### config.mk
export PLATFORM = sky130hd
export DESIGN_NAME = hit_capture_channel
export DESIGN_NICKNAME = d
export VERILOG_FILES = /design/src/rtl/hcap_pkg.sv /design/src/rtl/hcap_timer.sv /design/src/rtl/hcap_trig_sync.sv /design/src/rtl/hcap_pair.sv /design/src/rtl/hcap_fifo.sv /design/src/rtl/hit_capture_channel.sv
export SDC_FILE = /design/constraint.sdc
export NUM_CORES = 1
export LEC_CHECK = 0
export BUFFER_PORTS_ARGS = -buffer_cell sky130_fd_sc_hd__buf_2
export CORE_MARGIN = 3
export CORE_UTILIZATION = 52
export CTS_CLUSTER_DIAMETER = 100
export DETAILED_ROUTE_END_ITERATION = 8
export PLACE_DENSITY_LB_ADDON = 0.25
export SLEW_MARGIN = 0
export SYNTH_ARGS = -nofsm -noshare
export SYNTH_HDL_FRONTEND = slang
export SYNTH_SLANG_ARGS = --single-unit
export TNS_END_PERCENT = 20
### constraint.sdc
create_clock -name clk -period 2.1 [get_ports clk]
set_clock_uncertainty 0.2 [all_clocks]
set_input_delay 0.315 -clock clk [delete_from_list [all_inputs] [get_ports clk]]
set_output_delay 0.315 -clock clk [all_outputs]
set_load 0.005 [all_outputs]
### src/rtl/hcap_pkg.sv
package hcap_pkg;
  typedef enum logic {PS_IDLE, PS_ARMED} pair_state_e;
endpackage

### src/rtl/hcap_timer.sv
module hcap_timer #(
  parameter int TS_W = 14
) (
  input  logic            clk,
  input  logic            rst,
  output logic [TS_W-1:0] time_o
);
  always_ff @(posedge clk) begin
    if (rst) time_o <= '0;
    else     time_o <= time_o + TS_W'(1);
  end
endmodule

### src/rtl/hcap_trig_sync.sv
module hcap_trig_sync #(
  parameter int STAGES = 2
) (
  input  logic clk,
  input  logic rst,
  input  logic trig_i,
  output logic rise_o
);
  logic [STAGES:0] sh_q;

  always_ff @(posedge clk) begin
    if (rst) sh_q <= '0;
    else     sh_q <= {sh_q[STAGES-1:0], trig_i};
  end

  assign rise_o = sh_q[STAGES-1] & ~sh_q[STAGES];
endmodule

### src/rtl/hcap_pair.sv
module hcap_pair
  import hcap_pkg::*;
#(
  parameter int TS_W  = 14,
  parameter int AMP_W = 8,
  parameter int TMO   = 64,
  parameter int DC_W  = 8
) (
  input  logic             clk,
  input  logic             rst,
  input  logic             rise_i,
  input  logic [TS_W-1:0]  time_i,
  input  logic             amp_valid_i,
  input  logic [AMP_W-1:0] amp_i,
  output logic             push_o,
  output logic [TS_W-1:0]  push_ts_o,
  output logic [AMP_W-1:0] push_amp_o,
  output logic [DC_W-1:0]  dead_o
);
  localparam int WW = (TMO > 1) ? $clog2(TMO) : 1;
  localparam logic [WW-1:0] WLAST = WW'(TMO - 1);

  pair_state_e       st_q;
  logic [TS_W-1:0]   ts_q;
  logic [WW-1:0]     wait_q;

  assign push_o     = (st_q == PS_ARMED) && amp_valid_i;
  assign push_ts_o  = ts_q;
  assign push_amp_o = amp_i;

  always_ff @(posedge clk) begin
    if (rst) begin
      st_q   <= PS_IDLE;
      ts_q   <= '0;
      wait_q <= '0;
      dead_o <= '0;
    end else if (st_q == PS_ARMED) begin
      if (amp_valid_i)          st_q <= PS_IDLE;
      else if (wait_q == WLAST) st_q <= PS_IDLE;
      else                      wait_q <= wait_q + WW'(1);
      if (rise_i && (dead_o != '1)) dead_o <= dead_o + DC_W'(1);
    end else if (rise_i) begin
      st_q   <= PS_ARMED;
      ts_q   <= time_i;
      wait_q <= '0;
    end
  end
endmodule

### src/rtl/hcap_fifo.sv
module hcap_fifo #(
  parameter int W     = 22,
  parameter int DEPTH = 4
) (
  input  logic         clk,
  input  logic         rst,
  input  logic         wr_i,
  input  logic [W-1:0] wr_data_i,
  input  logic         pop_i,
  input  logic         ovf_clr_i,
  output logic         not_empty_o,
  output logic [W-1:0] head_o,
  output logic         drop_o,
  output logic         ovf_o
);
  localparam int AW = (DEPTH > 1) ? $clog2(DEPTH) : 1;
  localparam int CW = AW + 1;

  logic [W-1:0]  mem [DEPTH];
  logic [AW-1:0] rd_q, wr_q, nxt_rd;
  logic [CW-1:0] cnt_q;
  logic          full, wr_ok, pop_ok;

  assign full   = (cnt_q == CW'(DEPTH));
  assign wr_ok  = wr_i && !full;
  assign drop_o = wr_i && full;
  assign pop_ok = pop_i && (cnt_q != '0);
  assign nxt_rd = rd_q + AW'(pop_ok);

  always_ff @(posedge clk) begin
    if (wr_ok) mem[wr_q] <= wr_data_i;
  end

  always_ff @(posedge clk) begin
    if (wr_ok && (wr_q == nxt_rd)) head_o <= wr_data_i;
    else                           head_o <= mem[nxt_rd];
  end

  always_ff @(posedge clk) begin
    if (rst) begin
      rd_q        <= '0;
      wr_q        <= '0;
      cnt_q       <= '0;
      not_empty_o <= 1'b0;
      ovf_o       <= 1'b0;
    end else begin
      rd_q <= nxt_rd;
      if (wr_ok) wr_q <= wr_q + AW'(1);
      cnt_q       <= cnt_q + CW'(wr_ok) - CW'(pop_ok);
      not_empty_o <= (cnt_q + CW'(wr_ok) - CW'(pop_ok)) != '0;
      if (drop_o)         ovf_o <= 1'b1;
      else if (ovf_clr_i) ovf_o <= 1'b0;
    end
  end
endmodule

### src/rtl/hit_capture_channel.sv
module hit_capture_channel #(
  parameter int TS_W    = 14,
  parameter int AMP_W   = 8,
  parameter int DEPTH   = 4,
  parameter int TMO     = 64,
  parameter int DC_W    = 8,
  parameter int CH_W    = 7,
  parameter int CHAN_ID = 5,
  parameter int SYNC_N  = 2
) (
  input  logic             clk,
  input  logic             rst,
  input  logic             trig_in,
  input  logic             amp_valid,
  input  logic [AMP_W-1:0] amp_data,
  input  logic             pop,
  input  logic             ovf_clear,
  output logic [TS_W-1:0]  time_now,
  output logic             not_empty,
  output logic [TS_W-1:0]  head_time,
  output logic [AMP_W-1:0] head_amp,
  output logic [CH_W-1:0]  head_chan,
  output logic             overflow,
  output logic [DC_W-1:0]  dead_count
);
  localparam int EW = TS_W + AMP_W;

  logic             rise_w, push_w, drop_w;
  logic [TS_W-1:0]  push_ts;
  logic [AMP_W-1:0] push_amp;
  logic [EW-1:0]    head_w;

  hcap_timer #(.TS_W(TS_W)) u_timer (
    .clk(clk), .rst(rst), .time_o(time_now)
  );

  hcap_trig_sync #(.STAGES(SYNC_N)) u_sync (
    .clk(clk), .rst(rst), .trig_i(trig_in), .rise_o(rise_w)
  );

  hcap_pair #(.TS_W(TS_W), .AMP_W(AMP_W), .TMO(TMO), .DC_W(DC_W)) u_pair (
    .clk(clk), .rst(rst), .rise_i(rise_w), .time_i(time_now),
    .amp_valid_i(amp_valid), .amp_i(amp_data),
    .push_o(push_w), .push_ts_o(push_ts), .push_amp_o(push_amp),
    .dead_o(dead_count)
  );

  hcap_fifo #(.W(EW), .DEPTH(DEPTH)) u_fifo (
    .clk(clk), .rst(rst), .wr_i(push_w), .wr_data_i({push_ts, push_amp}),
    .pop_i(pop), .ovf_clr_i(ovf_clear), .not_empty_o(not_empty),
    .head_o(head_w), .drop_o(drop_w), .ovf_o(overflow)
  );

  assign head_time = head_w[EW-1:AMP_W];
  assign head_amp  = head_w[AMP_W-1:0];
  assign head_chan = CH_W'(CHAN_ID);
endmodule

# Yosys cells after proc, flatten, opt, wreduce, memory -nomap -nowiden

Memory sizes are Yosys's and may differ from the RTL's. A register that Yosys moved wholly into a read port is not among the register bits.
Index checks and enable logic that the tools add are counted.

Logic and storage cells: 52
RAM bits: 88
Output and inout bits: 53
Bits of input ports: 14
Memories kept: 1
Register bits after elaboration: 55

Memories:

| memory     | words | bits a word | rd ports | clocked after Yosys merged registers in | wr ports | line            | text |
|---|---|---|---|---|---|---|---|
| u_fifo.mem | 4     | 22          | 1        | 1                                       | 1        | hcap_fifo.sv:19 | `logic [W-1:0] mem [DEPTH];` |

Equal/unequal tests: 5
Muxes and demuxes: 12
Reductions and logical operators: 13
$add $sub $neg: 7
Bitwise logic cells: 3

Operator list:

| kind                                          | count |
|---|---|
| two-way mux 6 bit                             | 4 |
| adder 14 x 1 -> 14 bit, second input constant | 1 |
| adder 8 x 1 -> 8 bit, second input constant   | 1 |
| two-way mux 1 bit                             | 8 |
| inequality test 8 bit, second input constant  | 1 |
| adder 6 x 1 -> 6 bit, second input constant   | 1 |
| == test 6 bit, second input constant          | 1 |
| nonzero test 3 bit                            | 2 |
| logical AND 1 bit                             | 5 |
| inequality test 2 bit, second input constant  | 2 |
| AND reduction 2 bit                           | 2 |
| nonzero test 2 bit                            | 2 |
| adder 3 x 1 -> 3 bit                          | 1 |
| == test 3 bit, second input constant          | 1 |
| AND reduction 3 bit                           | 1 |
| subtractor 3 x 1 -> 3 bit                     | 1 |
| adder 2 x 1 -> 2 bit                          | 1 |
| adder 2 x 1 -> 2 bit, second input constant   | 1 |
| NOT 1 bit                                     | 2 |
| AND 1 bit                                     | 1 |
| logical NOT 1 bit                             | 1 |

# Depth between registers and ports, before layout

Gate-level depths: netlist of the first run.

Depth in word-level cells: 6
Gate-level depth with buffers: 9
Mapped depth without buffers: 9

# Cells and area by module

A second synthesis of the first run with hierarchy kept.

Cell total of the unflattened synthesis: 403
Area total of the unflattened synthesis: 5804.3 µm²

Modules (own cells, without submodules):

| module              | seq. area each (µm²) | area each (µm²) | cells each | instances |
|---|---|---|---|---|
| hcap_fifo           | 2862.7               | 3772.4          | 166        | 1 |
| hcap_pair           | 580.6                | 1293.7          | 156        | 1 |
| hcap_timer          | 280.3                | 590.6           | 65         | 1 |
| hcap_trig_sync      | 60.1                 | 87.6            | 7          | 1 |
| hit_capture_channel | 0.0                  | 60.1            | 9          | 1 |

# Worst setup path after synthesis of the first run

OpenSTA, ideal clock, no wires.

Kind: reg2reg
Start: register u_fifo.cnt_q[2]
End: register u_fifo.not_empty_o
Stages on the path, launching flop included: 10
Period minus slack after synthesis: 2.220 ns
Setup time: 0.132 ns
Arrival: 1.887 ns
Setup slack: -0.120 ns
Required time: 1.768 ns
Buffers on the path: 0
Cell sequence: dfxtp_1 > o31a_1 > ha_1 > inv_1 > ha_1 > inv_1 > fa_1 > xor2_1 > xnor2_1 > a31oi_1

Longest elaborated chain between the ends: 6
Elaborated cells between the ends (all ways): 8
Those cells by class: add/sub (2); eq/ne (1); reduce/logical (5)

RTL lines:

| what                        | line            | text |
|---|---|---|
| start, declared             | hcap_fifo.sv:21 | `logic [CW-1:0] cnt_q;` |
| start signal, assigned      | hcap_fifo.sv:49 | `cnt_q <= cnt_q + CW'(wr_ok) - CW'(pop_ok);` |
| == test 3 bit               | hcap_fifo.sv:24 | `assign full = (cnt_q == CW'(DEPTH));` |
| logical NOT 1 bit           | hcap_fifo.sv:25 | `assign wr_ok = wr_i && !full;` |
| logical AND 1 bit           | hcap_fifo.sv:25 |  |
| adder 3 x 1 -> 3 bit        | hcap_fifo.sv:50 | `not_empty_o <= (cnt_q + CW'(wr_ok) - CW'(pop_ok)) != '0;` |
| subtractor 3 x 1 -> 3 bit * | hcap_fifo.sv:50 |  |
| nonzero test 3 bit *        | hcap_fifo.sv:50 |  |
| end signal, assigned        | hcap_fifo.sv:44 | `not_empty_o <= 1'b0;` |
| end signal, assigned        | hcap_fifo.sv:50 |  |
| end, declared               | hcap_fifo.sv:11 | `output logic not_empty_o,` |

Mark *: on every way between the ends. The rest lies on a longest branch, timed or not.
A chain may end at the register's enable or synchronous reset.

==> results of run 1 <==
## flip-flops by register name (all words and copies together), names as in the netlist, named ones only
name,cells
u_pair.push_ts_o,14
u_timer.time_o,14
u_fifo.mem,88
u_fifo.wr_q,2
u_pair.dead_o,8
u_fifo.rd_q,2
u_fifo.ovf_o,1
u_sync.sh_q,3
u_fifo.not_empty_o,1
u_pair.st_q,1
u_pair.wait_q,6
u_fifo.cnt_q,3
## critical path, stage by stage (launching register included)
cell     delay [ns]
dfxtp_4        0.42
buf_12         0.15
mux4_2         0.54
buf_2          0.15
## per-stage QoR
stage / total power, mW / hold slack [ns] / setup slack, ns
after global placement: 4.236 / 0.2252 / -0.09203
after detailed placement: 4.275 / 0.2278 / -0.2105
after CTS: 7.012 / 0.07454 / -0.2253
after global routing: 7.388 / 0.1039 / -0.2466
final: 7.087 / 0.09588 / -0.1723
after floorplan: 3.873 / 0.2138 / -0.06323
## final timing paths
| check | end | slack, ns | cells past startpoint |
|---|---|---|---|
| min reg2reg | u_sync.sh_q[1] | 0.23 | 1 |
| max reg2reg | u_fifo.not_empty_o | -0.15 | 9 |
| max | head_time[9] | -0.17 | 3 |
| min | u_pair.wait_q[4] | 0.1 | 4 |
## kinds of logic after synthesis
| kind of cell | Yosys count | synth area share, % |
|---|---|---|
| other | 2 | 0.1339 |
| XOR/XNOR | 14 | 2.186 |
| AND/OR/NAND/NOR | 116 | 10.97 |
| buffers and inverters | 29 | 2.587 |
| flip-flops | 145 | 67.44 |
| multiplexers | 24 | 9.188 |
| adder cells (fa/ha/maj) | 11 | 2.587 |
| AO/OA/AOI/OAI | 48 | 4.906 |
## synth_stat cells (all sizes together)
cell,number
o311ai,1
o41ai,1
a311oi,1
nor2,17
nand4,4
o21ai,7
nand3,15
or3,8
o21bai,1
or4,3
xnor2,7
conb,2
nand2,39
dfxtp,57
o31a,1
inv,7
and2b,1
and4,1
clkbuf,8
edfxtp,88
nand3b,3
a31oi,3
o31ai,3
buf,14
xor2,7
nor3b,1
and3,3
a21o,1
nor4,1
nand2b,4
nor3,1
mux4,22
or3b,2
fa,1
a21oi,29
nor4b,1
and2,5
nor2b,7
mux2i,2
ha,10
## cell type report
type | instances | area (µm²) | share of cell area [%]
Multi-Input combinational cell | 220 | 1718 | 24.81
Clock buffer | 19 | 421.7 | 6.090
Clock inverter | 13 | 115.1 | 1.662
Inverter | 7 | 26.28 | 0.3795
Sequential cell | 145 | 3790 | 54.73
Tap cell | 136 | 170.2 | 2.458
Timing Repair Buffer | 92 | 683.2 | 9.866
## what timing repair did
item / CTS / global route
buffers inserted: 0 / 1
endpoints found under the setup margin: 24 / 25
endpoints found under the hold margin: 34 / 0
gates resized for setup: 3 / 7
gates cloned: 1 / 1
hold buffers: 11 / 0
pin swaps: 2 / 0
## metal layers
layer / up-vias / GRT usage [%]
li1: 1619 / -
met2: 69 / 31.24
met1: 1626 / 23.90
met5: - / 0
met3: 2 / 4.756
met4: 0 / 5.877
## power groups by stage
stage               clock network, mW  logic (mW)  registers, mW
floorplan                           0       0.675           3.20
global placement                    0        1.06           3.18
detailed placement                  0        1.09           3.18
CTS                              2.71        1.16           3.15
global route                     2.84        1.38           3.16
finish                           2.67        1.26           3.15
==> out/results.ini, run 1 <==
[run_status]
status=complete, but fails checks
violations=setup timing

[min_path]
hp-class=input port to register
worstHoldStart=amp_valid

[clocking]
htree_levels=4
clkTransAtPathRegs_ns=0.06
clkSinkCount=145
clk_latency_ns=0.50
root_buffer=clkbuf_8
cts_tree=built
cts_buffers=17
clockBufferDepth=2

[grt]
track_usage_pct=18.67
grt_max_degree=36
antenna_found_initial=0
grt_pass1_wl_um=16930
grt.overflow.total=0
grt_pass1_vias=3370

[placed_design]
dpl_cell_area_um2=6172
hpwlAfterDp_um=6375
gp_congestion=0.7752
dp.cells=586
port_buffers=59

[timing]
finalHoldViolCount=0
post-route-period-util_pct=108.2
final_max_slew_viol_count=0
setup_violations=24
rsz0062_at_grt=yes
fin_ws_ns=-0.1723
period_minus_slack_ns=2.272
fmax_mhz=440.1
relSlewSlack_pct=55.93
setup_tns_ns=-3.354
tightest_slew_ns=0.6611

[layout]
area_delta_synth_final_pct=23.42
fin_cells=632
drive_above_1_share_pct=29.23
utilization_pct=66.47
diodes=0
design_area_um2=6924
most-common-layout-cells=88 x edfxtp_1, 55 x buf_2, 54 x dfxtp_1, 39 x nand2_1, 28 x a21oi_1
finalNetCount=508
fillers=727
final_common_cell=edfxtp_1

[detailed_routing]
ant_nets=0
avgViaCountPerCell=5.247
routed_wl_um=10370
wl_met1_um=4566
wl_met3_um=395
firstDrtPassIters=4
drt-initial-drc-count=129
drc=0
top_layer_used=met4
via_count=3316
wire_per_inst_um=16.40
route.met2.wl_um=5356

[floorplanning]
die-area_um2=12070
initial_utilization_pct=53.86
rows=37
core-area_um2=10420
chipWidth_um=109.9
die_h_um=109.9
ios=67

[pwr]
p_per_area_nw_per_um2=1023
comb_power_share_pct=17.8
switching_power_mw=1.691
irDropWorstVdd_uv=579.9
sw_frac_of_total_pct=23.87
power_frac_seq_pct=44.5
p_leak_nw=2.518
intPower_mw=5.395
pwr-share-clk_pct=37.7

[job]
maxCapViolations=0

[synth]
synth_cell_types=48
syn_avg_cell_area_um2=14.42
synth_top_cell_by_area=edfxtp_1
ys_seq_area_share_pct=67.44
ys_warn_count=0
yosysTopAreaCellShare_pct=47.10
syn-cell-area_um2=5610
syn_inst=389
ys_top_cells_by_area=edfxtp_1 47%, dfxtp_1 20%, mux4_2 8.8%
synth_seq_cells=145

[critical_path]
cp.required_ns=1.58
cp.arrival_ns=1.76
crit_path_end_kind=output port
crit_type=register to output port
startpoint_type=register
rr_startpoint=u_fifo.cnt_q[2]
crit_fanout=6

No activity file was read; power rests on OpenSTA's default activity.
==> run 2, diff against run 1 <==
--- a/config.mk
+++ b/config.mk
@@ -11,6 +11,7 @@
 export CTS_CLUSTER_DIAMETER = 100
 export DETAILED_ROUTE_END_ITERATION = 8
 export PLACE_DENSITY_LB_ADDON = 0.25
+export SETUP_SLACK_MARGIN = 0.05
 export SLEW_MARGIN = 0
 export SYNTH_ARGS = -nofsm -noshare
 export SYNTH_HDL_FRONTEND = slang
==> run 2 against run 1 <==
The run still ends with setup timing left. Clock power barely moved. Via count unchanged. Critical path depth unchanged. Utilization is the same. Sequential share of layout area unchanged. Combinational power barely moved. Non-clock buffer count did not move. Global-route usage unchanged. Maximum frequency did not move. Largest cell class unchanged. Highest routed layer unchanged.
==> out/results.ini, run 2 (synthesis gave the netlist of run 1 again) <==
[run_status]
status=complete, but fails checks  ; unchanged
violations=setup timing  ; unchanged

[detailed_routing]
routed_wl_um=10370  ; unchanged
drt-initial-drc-count=129  ; unchanged
via_count=3316  ; unchanged
ant_nets=0  ; unchanged
avgViaCountPerCell=5.247  ; unchanged
wire_per_inst_um=16.40  ; unchanged
drc=0  ; unchanged
firstDrtPassIters=4  ; unchanged

[timing]
fmax_mhz=440.1  ; unchanged
post-route-period-util_pct=108.2  ; unchanged
fin_ws_ns=-0.1723  ; unchanged
setup_violations=24  ; unchanged
period_minus_slack_ns=2.272  ; unchanged
final_max_slew_viol_count=0  ; unchanged
setup_tns_ns=-3.354  ; unchanged
fin_hold_ws_ns=0.09588  ; unchanged
tightest_slew_ns=0.6611  ; unchanged
relSlewSlack_pct=55.93  ; unchanged
finalHoldViolCount=0  ; unchanged
rsz0062_at_grt=yes  ; unchanged

[critical_path]
cp.arrival_ns=1.76  ; about the same
crit_type=register to output port  ; unchanged
slowest_stage=mux4_2  ; unchanged
critical_path_buf_inv_count=2  ; unchanged
crit_path_end_kind=output port  ; unchanged
startpoint_type=register  ; unchanged
cp_top_family=multiplexers  ; unchanged
slowest_delay_ns=0.54  ; about the same
cp.required_ns=1.58  ; about the same
crit_fanout=6  ; unchanged
path_cells=buf_12 -> mux4_2 -> buf_2  ; unchanged
reg2reg_setup_slack_ns=-0.15  ; about the same

[clocking]
clkTransAtPathRegs_ns=0.06  ; about the same
clkSinkCount=145  ; unchanged
htree_levels=4  ; unchanged
cts_buffers=17  ; unchanged
clockBufferDepth=2  ; unchanged
clk_latency_ns=0.50  ; about the same
cts_tree=built  ; unchanged
root_buffer=clkbuf_8  ; unchanged

[layout]
utilization_pct=66.47  ; unchanged
seq_area_um2=3790  ; unchanged
final_common_cell=edfxtp_1  ; unchanged
area_delta_synth_final_pct=23.42  ; unchanged
multiInputGateArea_um2=1718  ; unchanged
drive_above_1_share_pct=29.23  ; unchanged
finalNetCount=508  ; unchanged
regMostFlops=u_fifo.mem  ; unchanged
diodes=0  ; unchanged
largest_register_ffs=88  ; unchanged
most-common-layout-cells=88 x edfxtp_1, 55 x buf_2, 54 x dfxtp_1, 39 x nand2_1, 28 x a21oi_1  ; unchanged
fillers=727  ; unchanged

[floorplanning]
rows=37  ; unchanged
core-area_um2=10420  ; unchanged
initial_utilization_pct=53.86  ; unchanged
die_h_um=109.9  ; unchanged
die-area_um2=12070  ; unchanged
ios=67  ; unchanged
chipWidth_um=109.9  ; unchanged

[grt]
grt_pass1_vias=3370  ; unchanged
grt_pass1_wl_um=16930  ; unchanged
grt_max_degree=36  ; unchanged
track_usage_pct=18.67  ; unchanged
grt.overflow.total=0  ; unchanged
antenna_found_initial=0  ; unchanged

[pwr]
irDropWorstVdd_uv=579.9  ; unchanged
p_leak_nw=2.518  ; unchanged
p_per_area_nw_per_um2=1023  ; unchanged

[min_path]
hp-class=input port to register  ; unchanged

[placed_design]
port_buffers=59  ; unchanged
gp_congestion=0.7752  ; unchanged
hpwlAfterDp_um=6375  ; unchanged

[job]
maxCapViolations=0  ; unchanged

[run 2: through the flow]
stage | instances | instance area, µm² | power, mW | setup slack (ns)
final | 632 | 6924 | 7.087 | -0.1723
after global routing | 632 | 6924 | 7.388 | -0.2466
after CTS | 630 | 6850 | 7.012 | -0.2253
after detailed placement | 586 | 6172 | 4.275 | -0.2105
after global placement | 586 | 6172 | 4.236 | -0.09203
after floorplan | 394 | 5633 | 3.873 | -0.06323
[run 2: worst paths after layout]
check | from | to | cells after the start
setup / recovery | register | head_time[9] | 3
hold / removal | amp_valid | u_pair.wait_q[4] | 4
setup reg to reg | u_fifo.cnt_q[2] | u_fifo.not_empty_o | 9
hold reg to reg | u_sync.sh_q[0] | u_sync.sh_q[1] | 1
[run 2: worst reg2reg max path, delay by kind of cell (launching register included)]
kind	cells	cell delay, ns
buffers and inverters	2	0.11
adders and majority gates	3	0.76
xor gates and xnor gates	2	0.32
AOI/OAI and AO/OA	2	0.41
DFF	1	0.32
[run 2: layer usage]
| metal | vias up | routed length [µm] | global-route usage [%] | share of wire [%] |
|---|---|---|---|---|
| met5 | - | 0 | 0 | 0 |
| met4 | 0 | 50 | 5.877 | 0.48 |
| met3 | 2 | 395 | 4.756 | 3.8 |
| met1 | 1626 | 4566 | 23.90 | 44 |
| met2 | 69 | 5356 | 31.24 | 52 |
| li1 | 1619 | - | - | - |
[run 2: power breakdown]
part / internal [mW] / switching (mW)
clock network: 1.57 / 1.11
registers: 3.09 / 0.0650
logic: 0.738 / 0.520
[run 2: area by class of cell]
type / instances / area share, %
clock buffer: 19 / 6.090
clock inverter: 13 / 1.662
inverter: 7 / 0.3795
multi-input combinational: 220 / 24.81
sequential: 145 / 54.73
tap: 136 / 2.458
timing repair buffer: 92 / 9.866
[run 2: what timing repair did]
action	CTS	global route
hold buffers	11	0
pin swaps	2	0
setup endpoints to repair	25	25
buffers inserted	0	1
hold endpoints to repair	34	0
cloned	1	1
resized for setup	3	7
